**config.mk**
```make
export PLATFORM = sky130hd
export DESIGN_NAME = aud_serial_tx
export DESIGN_NICKNAME = d
export VERILOG_FILES = /design/src/rtl/aud_ser_pkg.sv /design/src/rtl/aud_mclk_div.sv /design/src/rtl/aud_slave_sync.sv /design/src/rtl/aud_pair_buf.sv /design/src/rtl/aud_slot_shifter.sv /design/src/rtl/aud_serial_tx.sv
export SDC_FILE = /design/constraint.sdc
export NUM_CORES = 1
export LEC_CHECK = 0
export BUFFER_PORTS_ARGS = -buffer_cell sky130_fd_sc_hd__buf_2
export CORE_AREA = 2 2 123 113
export DETAILED_ROUTE_END_ITERATION = 12
export DIE_AREA = 0 0 125 115
export GPL_ROUTABILITY_DRIVEN = 1
export SYNTH_ARGS = -nofsm -noshare
export SYNTH_HDL_FRONTEND = slang
export SYNTH_HIERARCHICAL = 1
export SYNTH_SLANG_ARGS = --single-unit
```
**constraint.sdc**
```tcl
create_clock -name clk -period 5.86 [get_ports clk]
set_clock_uncertainty 0.05 [all_clocks]
set_input_delay 0.293 -clock clk [delete_from_list [all_inputs] [get_ports clk]]
set_output_delay 0.293 -clock clk [all_outputs]
set_load 0.02 [all_outputs]
```
**src/rtl/aud_ser_pkg.sv**
```systemverilog
package aud_ser_pkg;

  // One bit-clock falling-edge event, shared by the master and slave timing paths.
  typedef struct packed {
    logic tick;       // a falling bit-clock edge happens on this clk edge
    logic new_half;   // the slot that follows is slot 0 of a new half
    logic left_next;  // that new half belongs to the left channel
  } slot_evt_t;

endpackage

```
**src/rtl/aud_mclk_div.sv**
```systemverilog
module aud_mclk_div
  import aud_ser_pkg::*;
#(
  parameter int MDIV  = 4,   // clk cycles per bit period (power of two, >= 2)
  parameter int SLOTS = 32   // bit periods per half-frame (power of two)
) (
  input  logic      clk,
  input  logic      rst_n,
  input  logic      fmt_i2s,
  output logic      sclk,
  output logic      lrck,
  output slot_evt_t evt
);
  localparam int DW = $clog2(MDIV);
  localparam int SW = $clog2(SLOTS);
  localparam int CW = DW + SW + 1;

  logic [CW-1:0] cnt;
  logic [DW-1:0] sub;
  logic [SW-1:0] slot;
  logic          half;

  always_ff @(posedge clk) begin
    if (!rst_n) cnt <= '0;
    else        cnt <= cnt + 1'b1;
  end

  assign sub  = cnt[DW-1:0];
  assign slot = cnt[DW+SW-1:DW];
  assign half = cnt[CW-1];

  // Last clk of a bit period: the next edge lowers sclk.
  assign evt.tick      = &sub;
  assign evt.new_half  = (&sub) & (&slot);
  assign evt.left_next = half;   // leaving the right half means a left half follows

  assign sclk = sub[DW-1];
  assign lrck = fmt_i2s ? half : ~half;

endmodule

```
**src/rtl/aud_slave_sync.sv**
```systemverilog
module aud_slave_sync
  import aud_ser_pkg::*;
#(
  parameter int STAGES = 2   // synchronizer depth, >= 2
) (
  input  logic      clk,
  input  logic      rst_n,
  input  logic      fmt_i2s,
  input  logic      sclk_i,
  input  logic      lrck_i,
  output slot_evt_t evt
);
  localparam int TOP = STAGES - 1;

  logic [STAGES-1:0] sck_sh;
  logic [STAGES-1:0] lr_sh;
  logic              sck_d;
  logic              lr_last;
  logic              fall;

  always_ff @(posedge clk) begin
    if (!rst_n) begin
      sck_sh  <= '0;
      lr_sh   <= '0;
      sck_d   <= 1'b0;
      lr_last <= 1'b0;
    end else begin
      sck_sh <= {sck_sh[STAGES-2:0], sclk_i};
      lr_sh  <= {lr_sh[STAGES-2:0], lrck_i};
      sck_d  <= sck_sh[TOP];
      if (fall) lr_last <= lr_sh[TOP];
    end
  end

  assign fall          = sck_d & ~sck_sh[TOP];
  assign evt.tick      = fall;
  assign evt.new_half  = fall & (lr_sh[TOP] != lr_last);
  assign evt.left_next = (lr_sh[TOP] == ~fmt_i2s);

endmodule

```
**src/rtl/aud_pair_buf.sv**
```systemverilog
module aud_pair_buf #(
  parameter int W = 24
) (
  input  logic         clk,
  input  logic         rst_n,
  input  logic         s_valid,
  output logic         s_ready,
  input  logic [W-1:0] s_left,
  input  logic [W-1:0] s_right,
  input  logic         frame_start,
  output logic [W-1:0] nxt_left,
  output logic [W-1:0] nxt_right
);
  logic [W-1:0] hold_l, hold_r, tx_l, tx_r;
  logic         full;
  logic         load;

  assign s_ready = ~full;
  assign load    = frame_start & full;

  always_ff @(posedge clk) begin
    if (!rst_n) begin
      full   <= 1'b0;
      hold_l <= '0;
      hold_r <= '0;
      tx_l   <= '0;
      tx_r   <= '0;
    end else if (load) begin
      tx_l <= hold_l;
      tx_r <= hold_r;
      full <= 1'b0;
    end else if (s_valid && !full) begin
      hold_l <= s_left;
      hold_r <= s_right;
      full   <= 1'b1;
    end
  end

  // On a loading edge the shifter already needs the incoming pair.
  assign nxt_left  = load ? hold_l : tx_l;
  assign nxt_right = load ? hold_r : tx_r;

endmodule

```
**src/rtl/aud_slot_shifter.sv**
```systemverilog
module aud_slot_shifter
  import aud_ser_pkg::*;
#(
  parameter int W     = 24,
  parameter int SLOTS = 32   // must exceed W
) (
  input  logic         clk,
  input  logic         rst_n,
  input  logic         fmt_i2s,
  input  slot_evt_t    evt,
  input  logic [W-1:0] nxt_left,
  input  logic [W-1:0] nxt_right,
  output logic         frame_start,
  output logic         sdata
);
  localparam int SW = $clog2(SLOTS);
  localparam logic [SW-1:0] LAST = SW'(SLOTS - 1);

  logic [SW-1:0] slot_q, slot_n, rel, off;
  logic          left_q, left_n, in_rng, bit_n;
  logic [W-1:0]  word, shifted;

  assign frame_start = evt.tick & evt.new_half & evt.left_next;

  always_comb begin
    if (evt.new_half)        slot_n = '0;
    else if (slot_q == LAST) slot_n = LAST;
    else                     slot_n = slot_q + 1'b1;
    left_n  = evt.new_half ? evt.left_next : left_q;
    off     = {{(SW-1){1'b0}}, fmt_i2s};
    rel     = slot_n - off;
    in_rng  = (slot_n >= off) && (32'(rel) < W);
    word    = left_n ? nxt_left : nxt_right;
    shifted = word << rel;
    bit_n   = in_rng & shifted[W-1];
  end

  always_ff @(posedge clk) begin
    if (!rst_n) begin
      slot_q <= LAST;
      left_q <= 1'b1;
      sdata  <= 1'b0;
    end else if (evt.tick) begin
      slot_q <= slot_n;
      left_q <= left_n;
      sdata  <= bit_n;
    end
  end

endmodule

```
**src/rtl/aud_serial_tx.sv**
```systemverilog
module aud_serial_tx
  import aud_ser_pkg::*;
#(
  parameter int WORD_W      = 24,
  parameter int SLOTS       = 32,
  parameter int MDIV        = 4,
  parameter int SYNC_STAGES = 2
) (
  input  logic              clk,
  input  logic              rst_n,
  input  logic              master_mode,
  input  logic              fmt_i2s,
  input  logic              s_valid,
  output logic              s_ready,
  input  logic [WORD_W-1:0] s_left,
  input  logic [WORD_W-1:0] s_right,
  input  logic              sclk_i,
  input  logic              lrck_i,
  output logic              sclk_o,
  output logic              lrck_o,
  output logic              sdata
);
  slot_evt_t         m_evt, s_evt, evt;
  logic              m_sclk, m_lrck, frame_start;
  logic [WORD_W-1:0] nxt_left, nxt_right;

  aud_mclk_div #(.MDIV(MDIV), .SLOTS(SLOTS)) u_div (
    .clk(clk), .rst_n(rst_n), .fmt_i2s(fmt_i2s),
    .sclk(m_sclk), .lrck(m_lrck), .evt(m_evt)
  );

  aud_slave_sync #(.STAGES(SYNC_STAGES)) u_sync (
    .clk(clk), .rst_n(rst_n), .fmt_i2s(fmt_i2s),
    .sclk_i(sclk_i), .lrck_i(lrck_i), .evt(s_evt)
  );

  assign evt    = master_mode ? m_evt : s_evt;
  assign sclk_o = master_mode & m_sclk;
  assign lrck_o = master_mode & m_lrck;

  aud_pair_buf #(.W(WORD_W)) u_buf (
    .clk(clk), .rst_n(rst_n), .s_valid(s_valid), .s_ready(s_ready),
    .s_left(s_left), .s_right(s_right), .frame_start(frame_start),
    .nxt_left(nxt_left), .nxt_right(nxt_right)
  );

  aud_slot_shifter #(.W(WORD_W), .SLOTS(SLOTS)) u_shift (
    .clk(clk), .rst_n(rst_n), .fmt_i2s(fmt_i2s), .evt(evt),
    .nxt_left(nxt_left), .nxt_right(nxt_right),
    .frame_start(frame_start), .sdata(sdata)
  );

endmodule

```
==> results of run 1 <==
[state kept, by name, indices dropped and copies added (netlist names)]
register / count
u_buf/tx_l: 24
u_shift/slot_q: 5
u_buf/hold_l: 24
u_div/cnt: 8
u_buf/full: 1
u_sync/lr_sh: 2
u_sync/lr_last: 1
u_sync/sck_d: 1
u_sync/sck_sh: 2
u_buf/tx_r: 24
u_shift/sdata: 1
u_shift/left_q: 1
u_buf/hold_r: 24
[per-stage QoR]
stage	instances	area [um^2]	hold WS (ns)	setup WS, ns
6_report	793	6703	0.03839	1.645
5_1_grt	793	6703	0.03792	1.395
4_1_cts	793	6703	0.02205	1.640
3_5_place_dp	762	6071	0.3689	1.661
3_3_place_gp	762	6071	0.3727	1.740
2_1_floorplan	572	5747	0.3618	2.604
[cell families after synthesis]
group	after synthesis	synth area share (%)
xor gates and xnor gates	8	1.546
and+or+nand+nor	207	15.35
DFF	118	41.11
buffers and inverters	42	3.962
AOI/OAI and AO/OA	25	3.353
muxes	168	33.81
adders and majority gates	4	0.8709
[cells in the final DEF, fill, tap and decap left out, types with 2 or more instances in the layout]
cell       synthesis  routed
and2_2             2       2
nor2b_4            1       2
clkbuf_8           0       4
clkinv_2           0       4
inv_1              3       3
a21o_2             2       2
xor2_1             3       3
mux4_2             5       5
nor3_1             3       3
mux2i_1          103     103
ha_1               4       4
a211oi_1           2       2
clkbuf_16          0      17
xnor2_1            4       4
o21ai_0            7       7
and2_1            11      11
dfxtp_1          118     118
mux2_2            50      50
nand2_1          164     163
nor2b_1            3       2
buf_2             17      57
mux2_4             2       2
a31oi_1            2       2
mux4_1             7       7
nand3b_1           3       3
nand3_1            6       6
bufinv_16          0       4
buf_4              7       4
nor2_1             5       5
[metal layers]
| layer | up-vias | part of all wire [%] | track usage (%) |
|---|---|---|---|
| met5 | - | 0 | 0 |
| met4 | 0 | 1.3 | 7.185 |
| met3 | 12 | 3.6 | 4.653 |
| met2 | 58 | 46 | 28.22 |
| met1 | 1926 | 49 | 21.95 |
| li1 | 2049 | - | - |
[worst max-delay path by stage]
stage | endpoint | slack, ns | depth (start not counted)
2_1_floorplan | u_shift/sdata | 2.60 | 15
3_3_place_gp | u_shift/sdata | 1.74 | 14
3_5_place_dp | u_shift/sdata | 1.66 | 14
4_1_cts | u_shift/sdata | 1.64 | 14
5_1_grt | u_shift/sdata | 1.39 | 14
6_report | u_shift/sdata | 1.64 | 14
[power by group through the flow]
stage | clock network (mW) | registers, mW | logic, mW
6_report | 1.09 | 0.845 | 0.112
5_1_grt | 1.16 | 0.848 | 0.125
2_1_floorplan | 0 | 0.857 | 0.0790
4_1_cts | 1.12 | 0.845 | 0.115
3_5_place_dp | 0 | 0.861 | 0.114
3_3_place_gp | 0 | 0.861 | 0.111
[worst reg2reg max path: stages (launching register included)]
cell and delay (ns):
dfxtp_1 0.33, ha_1 0.25, nand2_1 0.10, nor3_1 0.05
mux2_2 0.37, and3_2 0.28, nand2_4 0.76, buf_4 0.44
mux2_2 0.37, mux4_2 0.48, mux2i_1 0.14, mux2_2 0.16
o21ai_0 0.07, o2111ai_1 0.14, a211oi_2 0.10
[area by class of cell]
class | count | area [um^2] | area share (%)
tap | 168 | 210.2 | 3.136
sequential | 118 | 2362 | 35.24
multi-input combinational | 412 | 3172 | 47.32
clock buffer | 22 | 484.2 | 7.224
clock inverter | 9 | 147.6 | 2.203
timing repair buffer | 61 | 315.3 | 4.704
inverter | 3 | 11.26 | 0.1680
[Yosys cell counts (all sizes together) (2+ instances only)]
cell      n  share of area (%)
nand2   164                 11
dfxtp   118                 41
mux2i   104                 18
mux2     52                 10
buf      30                3.2
and2     13                1.5
mux4     12                5.2
clkbuf    9               0.59
nand3     7               0.70
o21ai     7               0.61
nor2      5               0.33
xnor2     5                1.1
ha        4               0.87
nor2b     4               0.57
a211oi    3               0.48
a21o      3               0.44
inv       3               0.20
nand3b    3               0.39
nor3      3               0.26
xor2      3               0.46
a21boi    2               0.26
a31o      2               0.46
a31oi     2               0.22
and3      2               0.24
==> flow_summary.html, run 1 <==
<table>
<tr><th>Metric</th><th>Value</th></tr>
<tr><th colspan="2">Outcome</th></tr>
<tr><td>Result of the run</td><td>finished, final reports clean</td></tr>
<tr><th colspan="2">Cells and area</th></tr>
<tr><td>Nets@finish</td><td>672</td></tr>
<tr><td>Antenna diode count</td><td>0</td></tr>
<tr><td>Share of the core filled with cells</td><td>51.12%</td></tr>
<tr><td>Proportion of layout cells with a drive suffix above 1</td><td>26.08%</td></tr>
<tr><td>Total of fill cells in the finished design</td><td>1,215</td></tr>
<tr><td>Synthesis-to-finish area growth</td><td>16.63%</td></tr>
<tr><th colspan="2">Routing</th></tr>
<tr><td>Via count normalized by instance count</td><td>5.101</td></tr>
<tr><td>DRT Wirelength</td><td>11,870 um</td></tr>
<tr><td>DRC viols</td><td>0</td></tr>
<tr><td>ANT nets after route</td><td>0</td></tr>
<tr><td>Length of the first detailed-routing pass in iterations</td><td>4</td></tr>
<tr><td>Initial drt markers</td><td>264</td></tr>
<tr><td>Drt wl/cell</td><td>14.96 um</td></tr>
<tr><td>Overall via count from detail_route</td><td>4,045</td></tr>
<tr><th colspan="2">Synthesis</th></tr>
<tr><td>Warnings, synthesis</td><td>6</td></tr>
<tr><td>Syn Nets</td><td>631</td></tr>
<tr><td>Post-synthesis area per instance</td><td>10.05 um^2</td></tr>
<tr><td>Share of synthesized registers carrying an async set or reset</td><td>0%</td></tr>
<tr><td>Dominant register cell in the synthesized netlist</td><td>dfxtp_1</td></tr>
<tr><td>Share of the yosys chip area belonging to registers</td><td>41.11%</td></tr>
<tr><td>Register bit count reported by yosys</td><td>118</td></tr>
<tr><td>Cell variety after synth</td><td>51</td></tr>
<tr><td>Number of instances in the synthesized netlist</td><td>572</td></tr>
<tr><td>Number of enable flip-flop cells after synthesis</td><td>0</td></tr>
<tr><td>Synth Cell Area</td><td>5747 um^2</td></tr>
<tr><th colspan="2">Global routing</th></tr>
<tr><td>Antenna violations before repair</td><td>0</td></tr>
<tr><td>Maximum number of pins on one net before global-route repair</td><td>107</td></tr>
<tr><td>Via count of the first global-routing pass</td><td>4,077</td></tr>
<tr><td>Total gr overflow</td><td>0</td></tr>
<tr><td>GRT Overall Usage</td><td>17.30%</td></tr>
<tr><td>Global-route wire length before repair</td><td>19,570 um</td></tr>
<tr><th colspan="2">Clocking</th></tr>
<tr><td>Clk Latency, worst-skew pair</td><td>0.41 ns</td></tr>
<tr><td>Root buf cell</td><td>clkbuf_16</td></tr>
<tr><td>CTS tree</td><td>done</td></tr>
<tr><td># H-tree levels</td><td>4</td></tr>
<tr><td>Count of cells resized by post-cts repair</td><td>0</td></tr>
<tr><td>Clock-pin slew on the worst setup and hold paths</td><td>0.05 ns</td></tr>
<tr><td>Buffers inserted during post-CTS setup optimization</td><td>0</td></tr>
<tr><td>Number of buffers inserted during clock tree synthesis</td><td>17</td></tr>
<tr><td>Hold Buf Count CTS</td><td>0</td></tr>
<tr><td>Clock sink count</td><td>118</td></tr>
<tr><td>Maximum buffer depth of the clock tree</td><td>2</td></tr>
<tr><th colspan="2">Die</th></tr>
<tr><td>Die H</td><td>115 um</td></tr>
<tr><td>Area of the core</td><td>13,110 um^2</td></tr>
<tr><td>Floorplan row count</td><td>40</td></tr>
<tr><td>Starting utilization of the core area</td><td>43.83%</td></tr>
<tr><td>Die area</td><td>14,380 um^2</td></tr>
<tr><td>Chip Width</td><td>125 um</td></tr>
<tr><td>IO Count</td><td>59</td></tr>
<tr><th colspan="2">Critical path</th></tr>
<tr><td>Slowest cell on crit path</td><td>nand2_4</td></tr>
<tr><td>Reg-to-reg critical path endpoint</td><td>u_shift/sdata</td></tr>
<tr><td>Element type at the critical path start</td><td>register</td></tr>
<tr><td>Worst reg-to-reg path cell count</td><td>14</td></tr>
<tr><td>Critical path origin</td><td>u_div/cnt[1]</td></tr>
<tr><td>Worst reg2reg setup slack</td><td>1.64 ns</td></tr>
<tr><td>Data arrival time of the worst path</td><td>4.45 ns</td></tr>
<tr><td>Worst r2r src</td><td>u_div/cnt[1]</td></tr>
<tr><td>Kind of capture point of the worst setup path</td><td>register</td></tr>
<tr><td>Required time reported for the critical path endpoint</td><td>6.09 ns</td></tr>
<tr><td>Crit path max fanout</td><td>71</td></tr>
<tr><td>Critical Path, Cell by Cell</td><td>ha_1, nand2_1, nor3_1, mux2_2, and3_2, nand2_4, buf_4, mux2_2, mux4_2, mux2i_1, mux2_2, o21ai_0, o2111ai_1, a211oi_2</td></tr>
<tr><td>Path type of the worst setup path</td><td>reg2reg</td></tr>
<tr><td>Dominant cell type by count on the critical path</td><td>mux2_2</td></tr>
<tr><td>Largest stage delay, worst path</td><td>0.76 ns</td></tr>
<tr><td>CP delay by family, top</td><td>multiplexers</td></tr>
<tr><td>Crit path buf inv count</td><td>1</td></tr>
<tr><th colspan="2">Worst hold path</th></tr>
<tr><td>Source of the worst hold timing path</td><td>lrck_i</td></tr>
<tr><td>Worst min-delay path category</td><td>in2reg</td></tr>
<tr><td>Terminating pin of the worst hold path</td><td>u_sync/lr_sh[0]</td></tr>
<tr><td>Worst Hold Depth</td><td>2</td></tr>
<tr><th colspan="2">Pwr</th></tr>
<tr><td>Switching power summed over all nets</td><td>0.4217 mW</td></tr>
<tr><td>Switching part of the total</td><td>20.56%</td></tr>
<tr><td>PD cells</td><td>306.0 nW/um^2</td></tr>
<tr><td>Max rail drop VDD</td><td>172.4 uV</td></tr>
<tr><td>Clock group share of total power</td><td>53.3%</td></tr>
<tr><td>Power consumption</td><td>2.051 mW</td></tr>
<tr><td>Total internal power</td><td>1.629 mW</td></tr>
<tr><td>Part of the power in combinational logic</td><td>5.5%</td></tr>
<tr><td>Sequential fraction of design power</td><td>41.2%</td></tr>
<tr><td>Lkg Pwr</td><td>3.062 nW</td></tr>
<tr><th colspan="2">Run</th></tr>
<tr><td>Reported max-cap violation count</td><td>0</td></tr>
<tr><th colspan="2">STA</th></tr>
<tr><td>Maximum frequency from static timing analysis</td><td>0.2372 GHz</td></tr>
<tr><td>Hold Vio Cnt, Final</td><td>0</td></tr>
<tr><td>Pin slew with the least headroom to its limit</td><td>1.061 ns</td></tr>
<tr><td>Unrepaired setup endpoints after global routing</td><td>false</td></tr>
<tr><td>Rel. slew slack</td><td>29.25%</td></tr>
<tr><td>Setup violations, final</td><td>0</td></tr>
<tr><td>Tcrit/Tclk final</td><td>71.93%</td></tr>
<tr><td>Setup TNS Final</td><td>0 ns</td></tr>
<tr><td>Time the final worst path needs with I/O delays and setup</td><td>4.215 ns</td></tr>
<tr><td>Max Transition Viols Final</td><td>0</td></tr>
<tr><th colspan="2">Place</th></tr>
<tr><td>IO buf count</td><td>58</td></tr>
<tr><td>Final weighted congestion in routability-driven placement</td><td>0.7703</td></tr>
<tr><td>Half-perimeter wire length after placement</td><td>7895 um</td></tr>
</table>
Note: power is estimated with default switching activity, not from simulation.
==> run 2: changes to the inputs <==
Clock period 5.86 ns to 3.9 ns, I/O delays scaled along.
==> flow_summary.html, run 2 (synthesis results as in run 1) <==
<table>
<tr><th>Metric</th><th>Value</th></tr>
<tr><th colspan="2">STA</th></tr>
<tr><td>Hold Vio Cnt, Final</td><td>0 (unchanged)</td></tr>
<tr><td>Max Transition Viols Final</td><td>0 (unchanged)</td></tr>
<tr><td>Maximum frequency from static timing analysis</td><td>0.2788 GHz (was 0.2372 GHz)</td></tr>
<tr><td>Unrepaired setup endpoints after global routing</td><td>false (unchanged)</td></tr>
<tr><td>Rel. slew slack</td><td>55.39% (was 29.25%)</td></tr>
<tr><td>Setup TNS Final</td><td>0 ns (unchanged)</td></tr>
<tr><td>Setup violations, final</td><td>0 (unchanged)</td></tr>
<tr><td>Tcrit/Tclk final</td><td>91.99% (was 71.93%)</td></tr>
<tr><td>Pin slew with the least headroom to its limit</td><td>0.6691 ns (was 1.061 ns)</td></tr>
<tr><td>Final Worst Setup Slack</td><td>0.3126 ns (was 1.645 ns)</td></tr>
<tr><td>Time the final worst path needs with I/O delays and setup</td><td>3.587 ns (was 4.215 ns)</td></tr>
<tr><th colspan="2">Outcome</th></tr>
<tr><td>Result of the run</td><td>finished, final reports clean (unchanged)</td></tr>
<tr><th colspan="2">Clocking</th></tr>
<tr><td>Buffers inserted during post-CTS setup optimization</td><td>0 (unchanged)</td></tr>
<tr><td>Maximum buffer depth of the clock tree</td><td>2 (unchanged)</td></tr>
<tr><td>Count of cells resized by post-cts repair</td><td>0 (unchanged)</td></tr>
<tr><td>Number of buffers inserted during clock tree synthesis</td><td>17 (unchanged)</td></tr>
<tr><td>CTS tree</td><td>done (unchanged)</td></tr>
<tr><td>Clk Latency, worst-skew pair</td><td>0.41 ns (about the same)</td></tr>
<tr><td>Root buf cell</td><td>clkbuf_16 (unchanged)</td></tr>
<tr><td># H-tree levels</td><td>4 (unchanged)</td></tr>
<tr><td>Clock sink count</td><td>118 (unchanged)</td></tr>
<tr><td>Clock-pin slew on the worst setup and hold paths</td><td>0.05 ns (about the same)</td></tr>
<tr><th colspan="2">Pwr</th></tr>
<tr><td>Lkg Pwr</td><td>3.233 nW (was 3.062 nW)</td></tr>
<tr><td>PD cells</td><td>404.1 nW/um^2 (was 306.0 nW/um^2)</td></tr>
<tr><td>Max rail drop VDD</td><td>277.0 uV (was 172.4 uV)</td></tr>
<tr><th colspan="2">Global routing</th></tr>
<tr><td>Via count of the first global-routing pass</td><td>4,280 (was 4,077)</td></tr>
<tr><td>GRT Overall Usage</td><td>18.11% (was 17.30%)</td></tr>
<tr><td>Total gr overflow</td><td>0 (unchanged)</td></tr>
<tr><td>Maximum number of pins on one net before global-route repair</td><td>64 (was 107)</td></tr>
<tr><td>Global-route wire length before repair</td><td>20,650 um (was 19,570 um)</td></tr>
<tr><td>Antenna violations before repair</td><td>0 (unchanged)</td></tr>
<tr><th colspan="2">Cells and area</th></tr>
<tr><td>Total of fill cells in the finished design</td><td>1,179 (was 1,215)</td></tr>
<tr><td>Antenna diode count</td><td>0 (unchanged)</td></tr>
<tr><td>Most used cells in the layout excluding fill and tap cells</td><td>nand2_1 (163), dfxtp_1 (118), mux2i_1 (103), buf_2 (57), mux2_2 (50) (unchanged)</td></tr>
<tr><td>Synthesis-to-finish area growth</td><td>23.62% (was 16.63%)</td></tr>
<tr><td>Proportion of layout cells with a drive suffix above 1</td><td>24.26% (was 26.08%)</td></tr>
<tr><td>Nets@finish</td><td>722 (was 672)</td></tr>
<tr><td>Most frequent standard cell in the layout excluding fill and tap cells</td><td>nand2_1 (unchanged)</td></tr>
<tr><th colspan="2">Critical path</th></tr>
<tr><td>Crit path max fanout</td><td>17 (was 71)</td></tr>
<tr><td>Element type at the critical path start</td><td>register (unchanged)</td></tr>
<tr><td>Kind of capture point of the worst setup path</td><td>register (unchanged)</td></tr>
<tr><td>Dominant cell type by count on the critical path</td><td>mux2_2 (unchanged)</td></tr>
<tr><td>Path type of the worst setup path</td><td>reg2reg (unchanged)</td></tr>
<tr><td>Largest stage delay, worst path</td><td>0.48 ns (was 0.76 ns)</td></tr>
<tr><td>Critical Path, Cell by Cell</td><td>ha_1, nand2_1, nor3_1, mux2_2, and3_2, nand2_4, buf_4, mux2_2, mux4_2, mux2i_1, mux2_2, o21ai_0, o2111ai_1, a211oi_2 (unchanged)</td></tr>
<tr><td>Slowest cell on crit path</td><td>mux4_2 (was nand2_4)</td></tr>
<tr><td>Data arrival time of the worst path</td><td>3.83 ns (was 4.45 ns)</td></tr>
<tr><td>Required time reported for the critical path endpoint</td><td>4.14 ns (was 6.09 ns)</td></tr>
<tr><th colspan="2">Place</th></tr>
<tr><td>Final weighted congestion in routability-driven placement</td><td>0.7931 (was 0.7703)</td></tr>
<tr><td>Half-perimeter wire length after placement</td><td>8333 um (was 7895 um)</td></tr>
<tr><td>Post-Place Worst Slack</td><td>0.3046 ns (was 1.661 ns)</td></tr>
<tr><td>IO buf count</td><td>58 (unchanged)</td></tr>
<tr><th colspan="2">Run</th></tr>
<tr><td>Reported max-cap violation count</td><td>0 (unchanged)</td></tr>
<tr><th colspan="2">Die</th></tr>
<tr><td>Die area</td><td>14,380 um^2 (unchanged)</td></tr>
<tr><td>Floorplan row count</td><td>40 (unchanged)</td></tr>
<tr><td>Area of the core</td><td>13,110 um^2 (unchanged)</td></tr>
<tr><td>Chip Width</td><td>125 um (unchanged)</td></tr>
<tr><td>IO Count</td><td>59 (unchanged)</td></tr>
<tr><td>Starting utilization of the core area</td><td>43.83% (unchanged)</td></tr>
<tr><td>Die H</td><td>115 um (unchanged)</td></tr>
<tr><th colspan="2">Routing</th></tr>
<tr><td>DRT Wirelength</td><td>12,330 um (was 11,870 um)</td></tr>
<tr><td>Overall via count from detail_route</td><td>4,243 (was 4,045)</td></tr>
<tr><td>ANT nets after route</td><td>0 (unchanged)</td></tr>
<tr><td>DRC viols</td><td>0 (unchanged)</td></tr>
<tr><td>Length of the first detailed-routing pass in iterations</td><td>4 (unchanged)</td></tr>
<tr><td>Via count normalized by instance count</td><td>5.027 (was 5.101)</td></tr>
<tr><td>Initial drt markers</td><td>234 (was 264)</td></tr>
<tr><td>Drt wl/cell</td><td>14.61 um (was 14.96 um)</td></tr>
<tr><th colspan="2">Worst hold path</th></tr>
<tr><td>Worst min-delay path category</td><td>in2reg (unchanged)</td></tr>
</table>
-- run 2: timing repair --
item,CTS,global route
setup endpoints to repair,0,0
hold buffers,44,0
hold endpoints to repair,44,0
-- run 2: final timing paths --
check	startpoint	end	slack, ns	cells past startpoint
setup / recovery	u_div/cnt[0]	u_shift/sdata	0.31	14
hold / removal	s_left[9]	u_buf/hold_l[9]	0.007	3
hold reg to reg	u_sync/lr_sh[0]	u_sync/lr_sh[1]	0.38	1
setup reg to reg	u_div/cnt[0]	u_shift/sdata	0.31	14
-- run 2: metal layers --
| metal | routed length, um | up-vias | track usage (%) |
|---|---|---|---|
| met4 | 187 | 0 | 6.741 |
| met3 | 449 | 14 | 4.886 |
| met2 | 5714 | 66 | 29.60 |
| met1 | 5978 | 1999 | 23.23 |
| met5 | 0 | - | 0 |
| li1 | - | 2164 | - |
-- run 2: final cells by class --
class	count	area, um^2	area share, %
well taps	168	210.2	2.959
inverters	3	11.26	0.1585
repair buffers	111	813.3	11.45
clock buffers	29	520.5	7.327
clock inverters	3	15.01	0.2113
multi-input cells	412	3172	44.65
flip-flops and latches	118	2362	33.25
-- run 2: worst max-delay path: cells and delay by family (launching register included) --
family                   cells  cell delay [ns]
multiplexers                 5             1.50
AND/OR/NAND/NOR              4             0.68
flip-flops                   1             0.34
AO/OA/AOI/OAI                3             0.34
buffers and inverters        1             0.31
adder cells (fa/ha/maj)      1             0.24
-- run 2: where the power goes --
| part | internal, mW | leakage [nW] | switching [mW] |
|---|---|---|---|
| Sequential | 1.25 | 0.961 | 0.0233 |
| Clock | 0.892 | 0.265 | 0.506 |
| Combinational | 0.102 | 2.01 | 0.0989 |
-- run 2: per-stage QoR --
step,area [um^2],instances,hold slack [ns],total power [mW],utilization [%]
after floorplan,5747,572,0.2667,1.406,-
after global placement,6128,768,0.3434,1.460,46.74
after detailed placement,6128,768,0.3538,1.465,46.74
after CTS,7104,844,0.0002616,2.909,54.18
after global routing,7104,844,0.02508,2.986,54.18
final,7104,844,0.007245,2.871,54.18
==> run 3: changes to the inputs <==
Settings changed: CELL_PAD_IN_SITES_DETAIL_PLACEMENT set to 1, CELL_PAD_IN_SITES_GLOBAL_PLACEMENT set to 2, CORE_AREA 2 2 123 113 to 2 2 133 122, DIE_AREA 0 0 125 115 to 0 0 135 124, PLACE_DENSITY_LB_ADDON set to 0.1.
==> flow_summary.html, run 3 (synthesis results as in run 1) <==
<table>
<tr><th>Metric</th><th>Value</th></tr>
<tr><th colspan="2">Critical path</th></tr>
<tr><td>CP delay by family, top</td><td>multiplexers (unchanged)</td></tr>
<tr><td>Kind of capture point of the worst setup path</td><td>register (unchanged)</td></tr>
<tr><td>Element type at the critical path start</td><td>register (unchanged)</td></tr>
<tr><td>Worst reg2reg setup slack</td><td>0.29 ns (was 0.31 ns)</td></tr>
<tr><td>Dominant cell type by count on the critical path</td><td>mux2_2 (unchanged)</td></tr>
<tr><td>Critical path origin</td><td>u_div/cnt[1] (was u_div/cnt[0])</td></tr>
<tr><td>Critical Path, Cell by Cell</td><td>ha_1, nand2_1, nor3_1, mux2_2, and3_2, nand2_4, buf_12, mux2_2, mux4_2, and2b_1, a211oi_1, o311a_1, a211oi_2 (was ha_1, nand2_1, nor3_1, mux2_2, and3_2, nand2_4, buf_4, mux2_2, mux4_2, mux2i_1, mux2_2, o21ai_0, o2111ai_1, a211oi_2)</td></tr>
<tr><td>Crit path buf inv count</td><td>1 (unchanged)</td></tr>
<tr><td>Path type of the worst setup path</td><td>reg2reg (unchanged)</td></tr>
<tr><td>Largest stage delay, worst path</td><td>0.45 ns (was 0.48 ns)</td></tr>
<tr><td>Required time reported for the critical path endpoint</td><td>4.15 ns (was 4.14 ns)</td></tr>
<tr><td>Data arrival time of the worst path</td><td>3.85 ns (was 3.83 ns)</td></tr>
<tr><td>Worst r2r src</td><td>u_div/cnt[1] (was u_div/cnt[0])</td></tr>
<tr><td>Slowest cell on crit path</td><td>mux4_2 (unchanged)</td></tr>
<tr><td>Crit path max fanout</td><td>30 (was 17)</td></tr>
<tr><th colspan="2">Die</th></tr>
<tr><td>Starting utilization of the core area</td><td>37.61% (was 43.83%)</td></tr>
<tr><td>Chip Width</td><td>135 um (was 125 um)</td></tr>
<tr><td>Floorplan row count</td><td>43 (was 40)</td></tr>
<tr><td>Die area</td><td>16,740 um^2 (was 14,380 um^2)</td></tr>
<tr><td>Area of the core</td><td>15,280 um^2 (was 13,110 um^2)</td></tr>
<tr><td>IO Count</td><td>59 (unchanged)</td></tr>
<tr><td>Die H</td><td>124 um (was 115 um)</td></tr>
<tr><th colspan="2">Routing</th></tr>
<tr><td>Via count normalized by instance count</td><td>4.942 (was 5.027)</td></tr>
<tr><td>Initial drt markers</td><td>132 (was 234)</td></tr>
<tr><td>DRC viols</td><td>0 (unchanged)</td></tr>
<tr><td>ANT nets after route</td><td>0 (unchanged)</td></tr>
<tr><td>Overall via count from detail_route</td><td>4,349 (was 4,243)</td></tr>
<tr><td>Length of the first detailed-routing pass in iterations</td><td>4 (unchanged)</td></tr>
<tr><td>DRT Wirelength</td><td>14,010 um (was 12,330 um)</td></tr>
<tr><td>Drt wl/cell</td><td>15.92 um (was 14.61 um)</td></tr>
<tr><th colspan="2">Pwr</th></tr>
<tr><td>Power consumption</td><td>3.016 mW (was 2.871 mW)</td></tr>
<tr><td>Max rail drop VDD</td><td>318.5 uV (was 277.0 uV)</td></tr>
<tr><td>PD cells</td><td>417.2 nW/um^2 (was 404.1 nW/um^2)</td></tr>
<tr><td>Lkg Pwr</td><td>3.273 nW (was 3.233 nW)</td></tr>
<tr><th colspan="2">STA</th></tr>
<tr><td>Pin slew with the least headroom to its limit</td><td>0.9910 ns (was 0.6691 ns)</td></tr>
<tr><td>Rel. slew slack</td><td>33.79% (was 55.39%)</td></tr>
<tr><td>Unrepaired setup endpoints after global routing</td><td>false (unchanged)</td></tr>
<tr><td>Setup violations, final</td><td>0 (unchanged)</td></tr>
<tr><td>Max Transition Viols Final</td><td>0 (unchanged)</td></tr>
<tr><td>Setup TNS Final</td><td>0 ns (unchanged)</td></tr>
<tr><td>Time the final worst path needs with I/O delays and setup</td><td>3.608 ns (was 3.587 ns)</td></tr>
<tr><td>Final Worst Setup Slack</td><td>0.2919 ns (was 0.3126 ns)</td></tr>
<tr><td>Maximum frequency from static timing analysis</td><td>0.2772 GHz (was 0.2788 GHz)</td></tr>
<tr><td>Hold Vio Cnt, Final</td><td>0 (unchanged)</td></tr>
<tr><td>Tcrit/Tclk final</td><td>92.52% (was 91.99%)</td></tr>
<tr><th colspan="2">Clocking</th></tr>
<tr><td>Root buf cell</td><td>clkbuf_16 (unchanged)</td></tr>
<tr><td>Clk Latency, worst-skew pair</td><td>0.42 ns (was 0.41 ns)</td></tr>
<tr><td>Clock sink count</td><td>118 (unchanged)</td></tr>
<tr><td>Count of cells resized by post-cts repair</td><td>0 (unchanged)</td></tr>
<tr><td>CTS tree</td><td>done (unchanged)</td></tr>
<tr><td>Number of buffers inserted during clock tree synthesis</td><td>17 (unchanged)</td></tr>
<tr><td>Buffers inserted during post-CTS setup optimization</td><td>0 (unchanged)</td></tr>
<tr><td>Hold Buf Count CTS</td><td>44 (unchanged)</td></tr>
<tr><td>Maximum buffer depth of the clock tree</td><td>2 (unchanged)</td></tr>
<tr><td># H-tree levels</td><td>4 (unchanged)</td></tr>
<tr><td>Clock-pin slew on the worst setup and hold paths</td><td>0.05 ns (about the same)</td></tr>
<tr><th colspan="2">Place</th></tr>
<tr><td>Final weighted congestion in routability-driven placement</td><td>0.7376 (was 0.7931)</td></tr>
<tr><td>IO buf count</td><td>58 (unchanged)</td></tr>
<tr><td>Half-perimeter wire length after placement</td><td>9366 um (was 8333 um)</td></tr>
<tr><td>Post-Place Worst Slack</td><td>0.2896 ns (was 0.3046 ns)</td></tr>
<tr><th colspan="2">Cells and area</th></tr>
<tr><td>Synthesis-to-finish area growth</td><td>25.80% (was 23.62%)</td></tr>
<tr><td>Total of fill cells in the finished design</td><td>1,717 (was 1,179)</td></tr>
<tr><td>Antenna diode count</td><td>0 (unchanged)</td></tr>
<tr><td>Most frequent standard cell in the layout excluding fill and tap cells</td><td>nand2_1 (unchanged)</td></tr>
<tr><td>Proportion of layout cells with a drive suffix above 1</td><td>25.07% (was 24.26%)</td></tr>
<tr><td>Nets@finish</td><td>724 (was 722)</td></tr>
<tr><td>Most used cells in the layout excluding fill and tap cells</td><td>nand2_1 (163), dfxtp_1 (118), mux2i_1 (103), buf_2 (57), mux2_2 (50) (unchanged)</td></tr>
<tr><th colspan="2">Global routing</th></tr>
<tr><td>GRT Overall Usage</td><td>17.71% (was 18.11%)</td></tr>
<tr><td>Global-route wire length before repair</td><td>22,710 um (was 20,650 um)</td></tr>
<tr><td>Maximum number of pins on one net before global-route repair</td><td>65 (was 64)</td></tr>
<tr><td>Via count of the first global-routing pass</td><td>4,541 (was 4,280)</td></tr>
<tr><td>Antenna violations before repair</td><td>0 (unchanged)</td></tr>
<tr><td>Total gr overflow</td><td>0 (unchanged)</td></tr>
<tr><th colspan="2">Worst hold path</th></tr>
<tr><td>Source of the worst hold timing path</td><td>s_right[15] (was s_left[9])</td></tr>
<tr><td>Worst min-delay path category</td><td>in2reg (unchanged)</td></tr>
<tr><th colspan="2">Outcome</th></tr>
<tr><td>Result of the run</td><td>finished, final reports clean (unchanged)</td></tr>
<tr><th colspan="2">Run</th></tr>
<tr><td>Reported max-cap violation count</td><td>0 (unchanged)</td></tr>
</table>
==> run 3: worst register-to-register path, stage by stage (launching register included) <==
cell and delay (ns):
dfxtp_1 0.32, ha_1 0.25, nand2_1 0.11, nor3_1 0.05, mux2_2 0.37, and3_2 0.29
nand2_4 0.27, buf_12 0.26, mux2_2 0.36, mux4_2 0.45, and2b_1 0.17, a211oi_1 0.26
o311a_1 0.23, a211oi_2 0.04
==> run 3: layout make-up <==
class	count	area [um^2]	share of cell area, %
inverter	3	11.26	0.1558
clock buffer	23	478.0	6.611
timing repair buffer	113	853.3	11.80
multi-input combinational	412	3172	43.87
clock inverter	9	100.1	1.385
tap	202	252.7	3.496
sequential	118	2362	32.68
==> run 3: final timing paths <==
kind | endpoint | cells after the start
max | u_shift/sdata | 13
max reg2reg | u_shift/sdata | 13
min reg2reg | u_sync/lr_sh[1] | 1
min | u_buf/hold_r[15] | 3
==> run 3: power breakdown <==
part	switching [mW]	internal, mW
clock network	0.553	0.984
logic	0.106	0.105
registers	0.0210	1.25
==> run 3: routing by layer <==
metal  wire length (um)  vias to the layer above  part of all wire [%]  global-route usage, %
li1                   -                     2169                     -                      -
met1               6801                     2112                    49                  22.09
met2               6647                       51                    47                  29.85
met3                388                       17                   2.8                  5.047
met4                174                        0                   1.2                  5.469
met5                  0                        -                     0                      0
==> run 3: metrics by stage <==
stage                     utilization, %  std cells  hold slack (ns)  cell area, um^2
after floorplan                        -        572           0.2667             5747
after CTS                          47.31        880         0.002420             7229
after global placement             40.65        804           0.3444             6211
after global routing               47.31        880          0.01813             7229
after detailed placement           40.65        804           0.3641             6211
final                              47.31        880          0.01935             7229
